===== src/rtl/nptc_pkg.sv =====
package nptc_pkg;

    localparam int DWORD_W = 32;
    localparam int BE_W    = 4;
    localparam int CMD_W   = 4;

    typedef enum logic [CMD_W-1:0] {
        CMD_IO_RD       = 4'd0,
        CMD_IO_WR       = 4'd1,
        CMD_MEM_RD      = 4'd2,
        CMD_MEM_RD_LINE = 4'd3,
        CMD_MEM_RD_MULT = 4'd4,
        CMD_MEM_RD_DW   = 4'd5,
        CMD_MEM_RD_BLK  = 4'd6,
        CMD_CFG0_RD     = 4'd7,
        CMD_CFG0_WR     = 4'd8,
        CMD_CFG1_RD     = 4'd9,
        CMD_CFG1_WR     = 4'd10
    } cmd_e;

    typedef enum logic [2:0] {
        RSP_NONE   = 3'd0,
        RSP_RETRY  = 3'd1,
        RSP_IMM    = 3'd2,
        RSP_SPLIT  = 3'd3,
        RSP_DONE   = 3'd4,
        RSP_BYPASS = 3'd5
    } rsp_e;

    typedef enum logic [1:0] {
        H_BYPASS  = 2'd0,
        H_IMM     = 2'd1,
        H_DELAYED = 2'd2,
        H_SPLIT   = 2'd3
    } handling_e;

    typedef enum logic [1:0] {
        SLOT_IDLE  = 2'd0,
        SLOT_ISSUE = 2'd1,
        SLOT_HELD  = 2'd2
    } slot_state_e;

    typedef struct packed {
        logic [CMD_W-1:0]   cmd;
        logic [BE_W-1:0]    be;
        logic [DWORD_W-1:0] wdata;
    } entry_t;

    typedef struct packed {
        logic               err;
        logic [DWORD_W-1:0] data;
    } result_t;

    function automatic logic cmd_known(input logic [CMD_W-1:0] c);
        return c <= CMD_CFG1_WR;
    endfunction

    function automatic logic cmd_cfg0(input logic [CMD_W-1:0] c);
        return (c == CMD_CFG0_RD) || (c == CMD_CFG0_WR);
    endfunction

    function automatic logic cmd_always_delayed(input logic [CMD_W-1:0] c);
        return (c == CMD_MEM_RD) || (c == CMD_MEM_RD_LINE) || (c == CMD_MEM_RD_MULT);
    endfunction

    function automatic logic [DWORD_W-1:0] merge_bytes(
        input logic [DWORD_W-1:0] old_w,
        input logic [DWORD_W-1:0] new_w,
        input logic [BE_W-1:0]    be
    );
        logic [DWORD_W-1:0] r;
        r = old_w;
        for (int b = 0; b < BE_W; b++) begin
            if (be[b]) r[8*b +: 8] = new_w[8*b +: 8];
        end
        return r;
    endfunction

endpackage


===== src/rtl/nptc_classify.sv =====
module nptc_classify
    import nptc_pkg::*;
(
    input  logic [CMD_W-1:0] cmd,
    input  logic             side,
    input  logic             to_bridge,
    input  logic             split_mode,
    output handling_e        handling
);
    always_comb begin
        if (!cmd_known(cmd)) begin
            handling = H_BYPASS;
        end else if (cmd_cfg0(cmd) && !side && to_bridge) begin
            handling = H_IMM;
        end else if (split_mode && !cmd_always_delayed(cmd)) begin
            handling = H_SPLIT;
        end else begin
            handling = H_DELAYED;
        end
    end
endmodule


===== src/rtl/nptc_cfg_regs.sv =====
module nptc_cfg_regs
    import nptc_pkg::*;
#(
    parameter int WORDS = 4,
    localparam int IDX_W = (WORDS > 1) ? $clog2(WORDS) : 1
) (
    input  logic               clk,
    input  logic               rst,
    input  logic               wr_en,
    input  logic [IDX_W-1:0]   idx,
    input  logic [BE_W-1:0]    be,
    input  logic [DWORD_W-1:0] wdata,
    output logic [DWORD_W-1:0] rdata
);
    logic [DWORD_W-1:0] word_q [WORDS];

    for (genvar g = 0; g < WORDS; g++) begin : g_word
        always_ff @(posedge clk) begin
            if (rst) begin
                word_q[g] <= '0;
            end else if (wr_en && (idx == IDX_W'(g))) begin
                word_q[g] <= merge_bytes(word_q[g], wdata, be);
            end
        end
    end

    assign rdata = word_q[idx];
endmodule


===== src/rtl/nptc_slot.sv =====
module nptc_slot
    import nptc_pkg::*;
#(
    parameter int AW = 16
) (
    input  logic               clk,
    input  logic               rst,
    input  logic               take,
    input  logic               take_split,
    input  logic [AW-1:0]      cap_addr,
    input  entry_t             cap_entry,
    input  logic [CMD_W-1:0]   probe_cmd,
    input  logic [AW-1:0]      probe_addr,
    input  logic [BE_W-1:0]    probe_be,
    input  logic               release_i,
    input  logic               dst_done,
    input  logic               dst_err,
    input  logic [DWORD_W-1:0] dst_rdata,
    output slot_state_e        state,
    output logic               hit,
    output entry_t             entry,
    output logic [AW-1:0]      addr,
    output result_t            result,
    output logic               cpl_valid,
    output result_t            cpl_result
);
    slot_state_e state_q;
    logic        split_q;

    always_ff @(posedge clk) begin
        if (rst) begin
            state_q    <= SLOT_IDLE;
            split_q    <= 1'b0;
            entry      <= '0;
            addr       <= '0;
            result     <= '0;
            cpl_valid  <= 1'b0;
            cpl_result <= '0;
        end else begin
            cpl_valid <= 1'b0;
            case (state_q)
                SLOT_IDLE: begin
                    if (take) begin
                        state_q <= SLOT_ISSUE;
                        split_q <= take_split;
                        entry   <= cap_entry;
                        addr    <= cap_addr;
                    end
                end
                SLOT_ISSUE: begin
                    if (dst_done) begin
                        if (split_q) begin
                            state_q    <= SLOT_IDLE;
                            cpl_valid  <= 1'b1;
                            cpl_result <= '{err: dst_err, data: dst_rdata};
                        end else begin
                            state_q <= SLOT_HELD;
                            result  <= '{err: dst_err, data: dst_rdata};
                        end
                    end
                end
                SLOT_HELD: begin
                    if (release_i) state_q <= SLOT_IDLE;
                end
                default: state_q <= SLOT_IDLE;
            endcase
        end
    end

    assign state = state_q;
    assign hit   = (probe_cmd == entry.cmd) && (probe_addr == addr) && (probe_be == entry.be);
endmodule


===== src/rtl/nonposted_txn_ctrl.sv =====
module nonposted_txn_ctrl
    import nptc_pkg::*;
#(
    parameter int AW        = 16,
    parameter int CFG_WORDS = 4,
    localparam int CFG_IDX_W = (CFG_WORDS > 1) ? $clog2(CFG_WORDS) : 1
) (
    input  logic               clk,
    input  logic               rst,
    input  logic               req_valid,
    input  logic [3:0]         req_cmd,
    input  logic               req_side,
    input  logic               req_to_bridge,
    input  logic               req_split_mode,
    input  logic [AW-1:0]      req_addr,
    input  logic [3:0]         req_be,
    input  logic [31:0]        req_wdata,
    output logic [2:0]         rsp_kind,
    output logic               rsp_err,
    output logic [31:0]        rsp_rdata,
    output logic               dst_req_valid,
    output logic [3:0]         dst_cmd,
    output logic [AW-1:0]      dst_addr,
    output logic [3:0]         dst_be,
    output logic [31:0]        dst_wdata,
    input  logic               dst_done,
    input  logic               dst_err,
    input  logic [31:0]        dst_rdata,
    output logic               cpl_valid,
    output logic               cpl_err,
    output logic [31:0]        cpl_rdata
);
    handling_e   handling;
    slot_state_e slot_state;
    logic        slot_hit;
    entry_t      slot_entry;
    result_t     slot_result;
    result_t     slot_cpl;
    logic        take, take_split, release_entry, cfg_we;
    logic [DWORD_W-1:0] cfg_rdata;
    rsp_e        kind_n;
    logic        err_n;
    logic [DWORD_W-1:0] data_n;

    nptc_classify u_classify (
        .cmd        (req_cmd),
        .side       (req_side),
        .to_bridge  (req_to_bridge),
        .split_mode (req_split_mode),
        .handling   (handling)
    );

    nptc_cfg_regs #(.WORDS(CFG_WORDS)) u_cfg (
        .clk   (clk),
        .rst   (rst),
        .wr_en (cfg_we),
        .idx   (req_addr[2 +: CFG_IDX_W]),
        .be    (req_be),
        .wdata (req_wdata),
        .rdata (cfg_rdata)
    );

    nptc_slot #(.AW(AW)) u_slot (
        .clk        (clk),
        .rst        (rst),
        .take       (take),
        .take_split (take_split),
        .cap_addr   (req_addr),
        .cap_entry  ('{cmd: req_cmd, be: req_be, wdata: req_wdata}),
        .probe_cmd  (req_cmd),
        .probe_addr (req_addr),
        .probe_be   (req_be),
        .release_i  (release_entry),
        .dst_done   (dst_done),
        .dst_err    (dst_err),
        .dst_rdata  (dst_rdata),
        .state      (slot_state),
        .hit        (slot_hit),
        .entry      (slot_entry),
        .addr       (dst_addr),
        .result     (slot_result),
        .cpl_valid  (cpl_valid),
        .cpl_result (slot_cpl)
    );

    always_comb begin
        take          = 1'b0;
        take_split    = 1'b0;
        release_entry = 1'b0;
        cfg_we        = 1'b0;
        kind_n        = RSP_NONE;
        err_n         = 1'b0;
        data_n        = '0;
        if (req_valid) begin
            case (handling)
                H_BYPASS: kind_n = RSP_BYPASS;
                H_IMM: begin
                    kind_n = RSP_IMM;
                    if (req_cmd == CMD_CFG0_WR) cfg_we = 1'b1;
                    else                        data_n = cfg_rdata;
                end
                default: begin
                    if (slot_state == SLOT_IDLE) begin
                        take       = 1'b1;
                        take_split = (handling == H_SPLIT);
                        kind_n     = (handling == H_SPLIT) ? RSP_SPLIT : RSP_RETRY;
                    end else if (slot_state == SLOT_HELD && slot_hit) begin
                        release_entry = 1'b1;
                        kind_n        = RSP_DONE;
                        err_n         = slot_result.err;
                        data_n        = slot_result.data;
                    end else begin
                        kind_n = RSP_RETRY;
                    end
                end
            endcase
        end
    end

    always_ff @(posedge clk) begin
        if (rst) begin
            rsp_kind  <= RSP_NONE;
            rsp_err   <= 1'b0;
            rsp_rdata <= '0;
        end else begin
            rsp_kind  <= kind_n;
            rsp_err   <= err_n;
            rsp_rdata <= data_n;
        end
    end

    assign dst_req_valid = (slot_state == SLOT_ISSUE);
    assign dst_cmd       = slot_entry.cmd;
    assign dst_be        = slot_entry.be;
    assign dst_wdata     = slot_entry.wdata;
    assign cpl_err       = slot_cpl.err;
    assign cpl_rdata     = slot_cpl.data;
endmodule


===== config.mk =====
export PLATFORM = sky130hd
export DESIGN_NAME = nonposted_txn_ctrl
export DESIGN_NICKNAME = d
export VERILOG_FILES = /design/src/rtl/nptc_pkg.sv /design/src/rtl/nptc_classify.sv /design/src/rtl/nptc_cfg_regs.sv /design/src/rtl/nptc_slot.sv /design/src/rtl/nonposted_txn_ctrl.sv
export SDC_FILE = /design/constraint.sdc
export NUM_CORES = 1
export LEC_CHECK = 0
export CAP_MARGIN = 20
export CORE_MARGIN = 2
export CORE_UTILIZATION = 39
export DETAILED_ROUTE_END_ITERATION = 10
export GPL_TIMING_DRIVEN = 0
export PLACE_DENSITY = 0.6
export SLEW_MARGIN = 0
export SYNTH_ARGS = -nofsm -noshare
export SYNTH_HDL_FRONTEND = slang
export SYNTH_SLANG_ARGS = --single-unit

===== constraint.sdc =====
create_clock -name clk -period 5.9 [get_ports clk]
set_input_delay 1.18 -clock clk [delete_from_list [all_inputs] [get_ports clk]]
set_output_delay 1.18 -clock clk [all_outputs]
set_load 0.01 [all_outputs]

### Yosys cells after proc, flatten, opt, wreduce, memory -nomap -nowiden

Memory sizes are Yosys's and may differ from the RTL's.
Index checks and enable logic that the tools add are counted.

| word-level totals | value |
|---|---|
| output and inout port bits | 127 |
| bits of input ports | 96 |
| bits in registers | 162 |
| logic and storage cells | 220 |
| memories kept | 1 |
| RAM bits | 128 |

Memories:

| name | words | width | rd ports | clocked after Yosys merged registers in | write ports | RTL line | source |
|---|---|---|---|---|---|---|---|
| u_cfg.word_q | 4 | 32 | 1 | 0 | 4 | nptc_cfg_regs.sv:15 | `logic [DWORD_W-1:0] word_q [WORDS];` |

| operators by class | value |
|---|---|
| bitwise logic cells | 21 |
| reductions and logical operators | 42 |
| muxes and demuxes | 107 |
| eq/ne operators | 34 |
| magnitude comparators | 1 |

Operator list:

| cell | number |
|---|---|
| $mux 8 | 64 |
| $mux 32 | 3 |
| $pmux 32 s2 | 1 |
| $ne 3x3->1 const B | 16 |
| $reduce_and 2->1 | 17 |
| $mux 1 | 28 |
| $eq 16x16->1 | 1 |
| $or 1x1->1 | 16 |
| $mux 2 | 7 |
| $logic_and 1x1->1 | 10 |
| $reduce_and 3->1 | 3 |
| $eq 2x2->1 const B | 4 |
| $eq 4x2->1 const B | 2 |
| $eq 4x3->1 const B | 2 |
| $eq 4x4->1 | 2 |
| $eq 2x1->1 const B | 3 |
| $logic_not 2->1 | 3 |
| $mux 3 | 2 |
| $pmux 2 s3 | 1 |
| $pmux 3 s2 | 1 |
| $reduce_or 6->1 | 1 |
| $not 1->1 | 5 |
| $eq 4x4->1 const B | 1 |
| $le 4x4->1 const B | 1 |
| other kinds (6) | 11 |

### Logic depth before layout (Yosys ltp)

| depth | value |
|---|---|
| depth after elaboration | 17 |
| mapped depth | 8 |

### Modules after synthesis

A second synthesis with hierarchy kept.

| second synthesis, totals | value |
|---|---|
| cell total of the unflattened synthesis | 1110 |
| area total of the unflattened synthesis | 11780.0 um2 |

Modules (own cells, without submodules):

| module | sequential area each (um2) | area an instance (um2) | times used | cells each |
|---|---|---|---|---|
| nptc_cfg_regs | 3843.7 | 5730.5 | 1 | 380 |
| nptc_slot | 2522.4 | 4604.4 | 1 | 580 |
| nonposted_txn_ctrl | 720.7 | 1335.0 | 1 | 135 |
| nptc_classify | 0.0 | 110.1 | 1 | 15 |

### Worst setup path after synthesis

No wires, ideal clock.

| path | value |
|---|---|
| path type | input -> register |
| start point | input port req_cmd[2] |
| end point | memory u_cfg.word_q[0][0] (enable) |
| setup time | 326 ps |
| cell stages on the path | 6 |
| slack | 2938 ps |
| arrival | 2636 ps |
| cell sequence | buf_4 nor4b_4 nand3_2 nor3_4 buf_2 a21o_1 |

RTL lines:

| what | RTL line | source |
|---|---|---|
| start: declaration | nonposted_txn_ctrl.sv:11 | `input logic [3:0] req_cmd,` |
| end: declaration | nptc_cfg_regs.sv:15 |  |

==> metrics.md <==
| Metric | Value |
|---|---|
| Status | finished, final reports clean |
| Share of layout cells above drive strength 1 | 10.8% |
| Sequential area share after synthesis | 59.4% |
| Area leader, netlist | edfxtp_1 |
| Post-route DRC | 0 |
| Tot GR Track Use | 21.2% |
| Worst setup SP type | input port |
| Synth cell types | 44 |
| EDFF count, synth | 128 |
| Resized Gates After CTS | 0 |
| Setup Viol. Count Final | 0 |
| Synth top area share | 32.2% |
| H-tree levels | 1 |
| Seq pwr share | 49.5% |
| Final net count | 1420 |
| # rows | 64 |
| Layout area overhead | 30.3% |
| Number of I/O port buffers | 218 |
| #FFs+latches synth | 290 |
| Initial Util | 39.3% |
| CTS Hold Bufs | 0 |
| Max cap viols | 0 |
| Hold Path Class | reg -> reg |
| Clk sinks | 290 |
| RSZ-0062 raised after global routing | no |
| Drt total wl | 34600 um |
| CTS tree | done |
| Combinational share of power | 10.0% |
| Final setup margin | 2.43 ns |
| Leakage Power | 0.00594 uW |
| Total power | 4470 uW |
| CP Capture Type | register |
| Drt first pass iters | 5 |
| Net Sw Frac | 23.6% |
| Worst slack, placed | 1.82 ns |
| Shortest period the worst path allows | 3.47 ns |
| Largest net degree at the start of global routing | 16 |
| FFs w/ async S/R, synth | 0% |
| Top post-synthesis cells by count | nand2_1, dfxtp_1, and3_1, edfxtp_1, a21oi_1 |
| Pint | 3410 uW |
| Iter 0 DRT Violations | 665 |
| Syn Inst Count | 1074 |
| Hold Slack | 0.453 ns |
| Total grt overflow | 0 |
| Global-route wire length before repair | 51100 um |
| DIE AREA | 0.0320 mm^2 |
| Number of global-route vias before repair | 8721 |
| Core area | 0.0303 mm^2 |
| Worst Max-Slew Pin Slew | 0.783 ns |
| Fin. Hold Viols | 0 |
| Routed vias | 8910 |
| F_max | 0.288 GHz |
| Syn_area_per_cell | 11.1 um^2 |
| Initial antenna violation count | 0 |
| Crit path kind | in -> reg |
| Tcrit/Tclk final | 58.9% |
| Gpl congestion | 0.815 |
| I/O pin cnt | 223 |
| Synth warn | 0 |
| Fin Setup TNS | 0 ns |
| Final cell count without fillers | 1741 |
| Top FF cell, synth | dfxtp_1 |
| Routed wire per std cell | 19.8 um |
| Num CTS Buffers | 30 |
| Share of total power in the clock network | 40.6% |
| Die Y | 179 um |
| Max-slew violations | 0 |
| Inserted Diodes | 0 |
| Dominant cells by area after synthesis | edfxtp_1, dfxtp_1, nand2_1 |
| Syn Nets | 1170 |
| Max Buffers Root-to-Sink | 3 |
| Clock skew | 0.0256 ns |
| Die X | 179 um |
| VDD IR max | 0.000213 V |
| Power Dens Cells | 287 mW/mm^2 |
| Clk Tree Root Cell | clkbuf_16 |
| Critical Path RT | 6.11 ns |
| Arrival @ worst endpoint | 3.68 ns |
| Detail Placement HPWL | 25300 um |
| Most frequent cell after synthesis | nand2_1 |
| ANT nets after route | 0 |
| Inst Count DP | 1688 |
| Crit path max fanout | 10 |
| Filler cells | 2815 |
| Post-CTS setup buffers | 0 |
| Clock latency at the later pin of the worst-skew pair | 0.57 ns |
| Net Sw Power | 1050 uW |
| Via density per instance | 5.12 |
| Slew margin rel. | 47.8% |
| Cell area after synthesis | 0.0119 mm^2 |
| Clock transition at the registers of the reported paths | 0.06 ns |
-- logic make-up after synthesis --
family	Yosys count	share of synthesized area, %
AOI/OAI and AO/OA	181	10.6
xor gates and xnor gates	24	1.76
buffers and inverters	121	4.61
DFF	290	59.4
muxes	33	6.12
and+or+nand+nor	425	17.5
-- final cells by class --
cell class / count / area [um^2] / area share, %
Sequential cell: 290 / 7090 / 45.6
Multi-Input combinational cell: 663 / 4300 / 27.7
Timing Repair Buffer: 218 / 2180 / 14.0
Clock buffer: 47 / 866 / 5.57
Tap cell: 396 / 495 / 3.19
Buffer: 87 / 423 / 2.72
Inverter: 34 / 128 / 0.821
Clock inverter: 6 / 68.8 / 0.443
-- cells in the final DEF, fill, tap and decap left out, types with 3 or more instances in the layout --
cell,n
clkbuf_8,5
and3_1,130
dfxtp_1,162
clkbuf_16,30
xnor2_1,20
nand3_1,3
a21o_1,16
o2bb2ai_2,30
buf_2,18
nor2b_1,4
nand4_1,10
clkdlybuf4s50_1,218
buf_12,3
edfxtp_1,128
nand2b_1,3
mux4_2,32
o21a_1,4
inv_1,34
clkbuf_1,64
nand2_1,249
a21oi_1,125
nor2_1,7
clkbuf_2,9
clkinv_2,3
xor2_1,4
nor3_4,4
-- critical path: stages --
cell and delay [ns]:
clkdlybuf4s50_1 0.62, nor4b_4 0.36, nand3_2 0.32, nor3_4 0.43, buf_2 0.34, a21o_1 0.41
-- metal layers --
| metal | vias up | GRT usage, % | wire length (um) |
|---|---|---|---|
| met1 | 4301 | 29.5 | 15500 |
| met5 | - | 0 | 0 |
| met2 | 278 | 34.9 | 16300 |
| met3 | 48 | 3.05 | 2100 |
| li1 | 4283 | - | - |
| met4 | 0 | 5.01 | 672 |
-- state kept, by name, indices dropped and copies added (netlist names) --
signal             cells
u_slot.cpl_result     33
u_slot.split_q         1
rsp_err                1
rsp_kind               3
u_slot.addr           16
u_slot.entry          40
u_slot.state           2
u_slot.result         33
rsp_rdata             32
u_cfg.word_q         128
u_slot.cpl_valid       1
-- power groups by stage --
stage,Clock (uW),Combinational (uW),Sequential (uW)
final,1810,446,2210
after global routing,1930,480,2220
after CTS,1850,449,2210
after detailed placement,0,447,2250
after global placement,0,445,2250
after floorplan,0,199,2260
-- worst paths after layout --
| check | startpoint | to | slack, ns | cells after the start |
|---|---|---|---|---|
| max | req_cmd[3] | u_cfg.word_q[1][1] | 2.43 | 6 |
| min | u_slot.cpl_result[21] | u_slot.cpl_result[21] | 0.45 | 2 |
| max reg2reg | u_slot.state[0] | u_slot.cpl_result[3] | 3.86 | 6 |
| min reg2reg | u_slot.cpl_result[21] | u_slot.cpl_result[21] | 0.45 | 2 |
-- per-stage QoR --
stage	utilization, %	cell area (um^2)
after floorplan	-	11900
after global placement	48.2	14600
after detailed placement	48.2	14600
after CTS	51.2	15500
after global routing	51.2	15500
final	51.2	15500
Note: power is estimated with default switching activity, not from simulation.
